**config.mk**
```make
export PLATFORM = sky130hd
export DESIGN_NAME = sdint_aggregator
export DESIGN_NICKNAME = d
export VERILOG_FILES = /design/src/rtl/sdint_pkg.sv /design/src/rtl/sdint_clk_watch.sv /design/src/rtl/sdint_flag_bank.sv /design/src/rtl/sdint_irq_gate.sv /design/src/rtl/sdint_aggregator.sv
export SDC_FILE = /design/constraint.sdc
export NUM_CORES = 1
export LEC_CHECK = 0
export ABC_AREA = 1
export BUFFER_PORTS_ARGS = -buffer_cell sky130_fd_sc_hd__buf_2
export CORE_MARGIN = 3
export CORE_UTILIZATION = 40
export DETAILED_ROUTE_END_ITERATION = 16
export SLEW_MARGIN = 20
export SYNTH_ARGS = -nofsm -noshare
export SYNTH_HDL_FRONTEND = slang
export SYNTH_SLANG_ARGS = --single-unit
export TNS_END_PERCENT = 1
```
**constraint.sdc**
```tcl
create_clock -name clk -period 2.76 [get_ports clk]
set_input_delay 0.552 -clock clk [delete_from_list [all_inputs] [get_ports clk]]
set_output_delay 0.552 -clock clk [all_outputs]
set_load 0.02 [all_outputs]
```
**src/rtl/sdint_pkg.sv**
```systemverilog
package sdint_pkg;

    localparam int NUM_CH     = 4;
    localparam int KINDS      = 4;
    localparam int NUM_SRC    = NUM_CH * KINDS;
    localparam int LOSS_LIMIT = 64;

    // event kind code = bit offset inside a channel's group of flags
    typedef enum logic [1:0] {
        EV_LOW     = 2'd0,
        EV_HIGH    = 2'd1,
        EV_MODFAIL = 2'd2,
        EV_DRDY    = 2'd3
    } ev_kind_e;

    typedef logic [NUM_SRC-1:0] src_vec_t;

    typedef struct packed {
        logic     wr;
        src_vec_t mask;
    } mask_wr_t;

    function automatic int src_index(input int ch, input ev_kind_e kind);
        return ch * KINDS + int'(kind);
    endfunction

endpackage

```
**src/rtl/sdint_clk_watch.sv**
```systemverilog
module sdint_clk_watch #(
    parameter int LIMIT       = sdint_pkg::LOSS_LIMIT,
    parameter int SYNC_STAGES = 2
) (
    input  logic clk,
    input  logic rst,
    input  logic mod_clk,
    output logic tgl_o,
    output logic fail_o
);
    localparam int CW = $clog2(LIMIT + 1);
    localparam logic [CW-1:0] LIM = CW'(LIMIT);

    // stages 0..SYNC_STAGES-1 synchronize, the last one keeps history
    logic [SYNC_STAGES:0] shr;
    logic [CW-1:0]        quiet_cnt;

    always_ff @(posedge clk) begin
        if (rst) shr <= '0;
        else     shr <= {shr[SYNC_STAGES-1:0], mod_clk};
    end

    assign tgl_o = shr[SYNC_STAGES] ^ shr[SYNC_STAGES-1];

    always_ff @(posedge clk) begin
        if (rst)                  quiet_cnt <= '0;
        else if (tgl_o)           quiet_cnt <= '0;
        else if (quiet_cnt != LIM) quiet_cnt <= quiet_cnt + 1'b1;
    end

    assign fail_o = (quiet_cnt == LIM);

endmodule

```
**src/rtl/sdint_flag_bank.sv**
```systemverilog
module sdint_flag_bank #(
    parameter int N = sdint_pkg::NUM_SRC
) (
    input  logic         clk,
    input  logic         rst,
    input  logic [N-1:0] src_i,
    input  logic         clr_wr_i,
    input  logic [N-1:0] clr_mask_i,
    output logic [N-1:0] flags_o
);
    logic [N-1:0] clr_eff;
    logic [N-1:0] flags_n;

    assign clr_eff = clr_wr_i ? clr_mask_i : '0;

    // an active source re-asserts its flag, which both blocks a clear and wins a tie
    generate
        for (genvar i = 0; i < N; i++) begin : g_bit
            assign flags_n[i] = src_i[i] | (flags_o[i] & ~clr_eff[i]);
        end
    endgenerate

    always_ff @(posedge clk) begin
        if (rst) flags_o <= '0;
        else     flags_o <= flags_n;
    end

endmodule

```
**src/rtl/sdint_irq_gate.sv**
```systemverilog
module sdint_irq_gate #(
    parameter int N = sdint_pkg::NUM_SRC
) (
    input  logic         clk,
    input  logic         rst,
    input  logic [N-1:0] flags_i,
    input  logic         en_wr_i,
    input  logic [N-1:0] en_data_i,
    input  logic         master_wr_i,
    input  logic         master_data_i,
    output logic         master_o,
    output logic         irq_o
);
    logic [N-1:0] en_q;
    logic         master_q;

    always_ff @(posedge clk) begin
        if (rst) begin
            en_q     <= '0;
            master_q <= 1'b0;
        end else begin
            if (en_wr_i)     en_q     <= en_data_i;
            if (master_wr_i) master_q <= master_data_i;
        end
    end

    assign master_o = master_q;
    assign irq_o    = master_q & (|(flags_i & en_q));

endmodule

```
**src/rtl/sdint_aggregator.sv**
```systemverilog
module sdint_aggregator
    import sdint_pkg::*;
#(
    parameter int CH    = NUM_CH,
    parameter int LIMIT = LOSS_LIMIT
) (
    input  logic              clk,
    input  logic              rst,
    input  logic [CH-1:0]     cmp_lo_i,
    input  logic [CH-1:0]     cmp_hi_i,
    input  logic [CH-1:0]     data_rdy_i,
    input  logic [CH-1:0]     mod_clk_i,
    input  logic              en_wr_i,
    input  logic [CH*KINDS-1:0] en_data_i,
    input  logic              master_wr_i,
    input  logic              master_data_i,
    input  logic              clr_wr_i,
    input  logic [CH*KINDS-1:0] clr_data_i,
    output logic              irq_o,
    output logic [CH*KINDS-1:0] flags_o,
    output logic              summary_o
);
    localparam int NS = CH * KINDS;

    logic [NS-1:0] src_vec;
    logic [CH-1:0] tgl_vec;
    logic [CH-1:0] fail_vec;
    logic          master_en;
    mask_wr_t      clr_req;

    generate
        for (genvar c = 0; c < CH; c++) begin : g_ch
            sdint_clk_watch #(.LIMIT(LIMIT), .SYNC_STAGES(2)) i_watch (
                .clk     (clk),
                .rst     (rst),
                .mod_clk (mod_clk_i[c]),
                .tgl_o   (tgl_vec[c]),
                .fail_o  (fail_vec[c])
            );
            assign src_vec[src_index(c, EV_LOW)]     = cmp_lo_i[c];
            assign src_vec[src_index(c, EV_HIGH)]    = cmp_hi_i[c];
            assign src_vec[src_index(c, EV_MODFAIL)] = fail_vec[c];
            assign src_vec[src_index(c, EV_DRDY)]    = data_rdy_i[c];
        end
    endgenerate

    assign clr_req = '{wr: clr_wr_i, mask: clr_data_i};

    sdint_flag_bank #(.N(NS)) i_flags (
        .clk        (clk),
        .rst        (rst),
        .src_i      (src_vec),
        .clr_wr_i   (clr_req.wr),
        .clr_mask_i (clr_req.mask),
        .flags_o    (flags_o)
    );

    sdint_irq_gate #(.N(NS)) i_gate (
        .clk           (clk),
        .rst           (rst),
        .flags_i       (flags_o),
        .en_wr_i       (en_wr_i),
        .en_data_i     (en_data_i),
        .master_wr_i   (master_wr_i),
        .master_data_i (master_data_i),
        .master_o      (master_en),
        .irq_o         (irq_o)
    );

    assign summary_o = irq_o;

endmodule

```
==> results.cfg <==
[status]
status = finished, final reports clean

[floorplan]
die-height_um = 92.9
initial_core_util_pct = 41.5
io_pins = 72
die-area_mm2 = 0.00864
fp.dieW_um = 92.9
core_area_mm2 = 0.00729
rows = 31

[grt]
grtUsageTotal_pct = 14.9
grt_pass1_wl_um = 10300
antenna_found_initial = 0
grt-ovfl-total = 0
grt_pass1_vias = 2454
grt_max_degree = 21

[worst_setup_path]
end_kind = output port
path_class = flop to output port
cp-start-kind = flop
cp.arrival_ns = 1.31
reg2reg_setup_slack_ns = 1.54
cp.required_ns = 2.21
crit_fanout = 3

[timing]
tightest_slew_ns = 0.549
finalSetupViolCount = 0
slew_viol_final = 0
finalCritPeriodShare_pct = 67.4
fmax_mhz = 538
setup_slack_ns = 0.901
relSlewSlack_pct = 63.3
fin_setup_tns_ns = 0
rsz0062_at_grt = false
hold_viol = 0
period_needed_ns = 1.86
fin_skew_ns = 0.00557

[synthesis]
syn_nets = 465
ys_seq_area_share_pct = 48.3
ys_types = 23
synthCells = 403
yosysWarningCount = 0
synth.avg_cell_area_um2 = 7.50
syn_area_mm2 = 0.00302
synth.ff_latch_count = 73

[clocking]
clock_path_buffers = 2
clockRootBuffer = clkbuf_8
cts.sinks = 73
cts_resized = 0
cts_setup_buffers = 0
htree_levels = 3
tritoncts = yes
insertion_delay_ns = 0.34
cts_buffers = 9
hold_buffers = 0
clk_pin_slew_ns = 0.07

[placed_design]
io_buffers = 71
dp.final_hpwl_um = 4570
dp_worst_setup_slack_ns = 1.20
dpl-instance-area_mm2 = 0.00345
place_congestion = 0.743

[final_layout]
final_core_util_pct = 49.8
final_area_mm2 = 0.00363
drive_above_1_share_pct = 19.8
area_growth_pct = 20.1
nNetsFinal = 539
diodes = 0

[routing]
drcViolationCount = 0
drt-initial-drc-count = 110
routed_via_density = 4.56
drt_pre_antenna_iters = 4
via_count = 2644
ant_nets = 0
wl_um = 6210
post_drt_wl_per_cell_um = 10.7

[run]
maxCapViolations = 0

[min_path]
hp-class = flop to flop

[power_and_ir_drop]
leakage_nw = 1.68
irDropWorstVdd_mv = 0.398
power_density_mw_per_mm2 = 581
## placed cells by master (no fill, tap or decap), types with 2 or more instances in the layout
cell	count
a21oi_1	29
nand3_1	12
xor2_1	9
nor3_1	2
nor2_1	98
clkbuf_8	12
nor2_4	2
nand2_2	2
buf_2	71
o21ai_0	20
nand2_1	76
dfxtp_1	73
inv_1	43
xnor2_1	6
ha_1	8
nand4_1	8
## metrics by stage
step | hold slack [ns] | instances | power (W)
finish | 0.399 | 580 | 0.00211
global route | 0.398 | 580 | 0.00223
CTS | 0.401 | 580 | 0.00214
detailed placement | 0.392 | 565 | 0.00138
global placement | 0.391 | 565 | 0.00137
floorplan | 0.388 | 403 | 0.00129
## critical path, cell delays in order (launching register included)
cell and delay [ns]:
dfxtp_1 0.32, nand2_1 0.06, nand2_1 0.05, nor2_1 0.13
nand2_1 0.08, nor2_1 0.12, nor2_1 0.06, buf_2 0.15
## synthesized netlist by cell type
cell type / instances / area, um2
nor2_1: 98 / 368
nand2_1: 76 / 285
dfxtp_1: 73 / 1460
inv_1: 43 / 161
a21oi_1: 29 / 145
o21ai_0: 20 / 100
nand3_1: 12 / 60.1
xor2_1: 9 / 78.8
ha_1: 8 / 100
nand4_1: 8 / 50.1
buf_4: 6 / 45.0
xnor2_1: 6 / 52.6
buf_2: 2 / 10.0
nand2_2: 2 / 12.5
nor2_4: 2 / 22.5
nor3_1: 2 / 10.0
clkbuf_2: 1 / 5.00
inv_2: 1 / 3.75
nand3_2: 1 / 10.0
nand3_4: 1 / 17.5
nor3_2: 1 / 10.0
nor3b_1: 1 / 7.51
or2_2: 1 / 6.26
## metal layers
layer	up-vias	global-route usage, %	wire [um]
li1	1402	-	-
met1	1183	17.2	2800
met2	52	25.7	2970
met3	7	6.34	389
met4	0	2.93	48
met5	-	0	0
## where the power goes
| group | leakage (nW) | switching (W) | internal [W] |
|---|---|---|---|
| clock | 0.0915 | 0.000367 | 0.000394 |
| combinational | 0.984 | 0.000123 | 0.0000886 |
| sequential | 0.600 | 0.0000338 | 0.00110 |
| total | 1.68 | 0.000523 | 0.00159 |
## final cells by class
cell class | count | area, um2
timing repair buffer | 72 | 363
inverter | 44 | 165
clock inverter | 2 | 12.5
multi-input combinational | 277 | 1340
clock buffer | 13 | 169
fill | 745 | 3660
tap | 99 | 124
sequential | 73 | 1460
## worst paths after layout
kind                                                    from                      endpoint  cells after the start
worst max-delay path                      i_flags.flags_o[1]                         irq_o                      7
worst min-delay path                  g_ch[1].i_watch.shr[0]        g_ch[1].i_watch.shr[1]                      2
worst max register to register  g_ch[0].i_watch.quiet_cnt[0]  g_ch[0].i_watch.quiet_cnt[1]                      7
worst min register to register        g_ch[1].i_watch.shr[0]        g_ch[1].i_watch.shr[1]                      2
## state kept, by name (all words and copies together) (netlist names)
signal and cells:
g_ch.i_watch.shr 12, i_gate.en_q 16, g_ch.i_watch.quiet_cnt 28, i_gate.master_o 1
i_flags.flags_o 16
## logic make-up after synthesis
logic type / synth area share (%)
AOI/OAI and AO/OA: 8.11
xor gates and xnor gates: 4.35
adders and majority gates: 3.31
buffers and inverters: 7.45
DFF: 48.3
and+or+nand+nor: 28.4
Power figures use the tool's default switching activity.
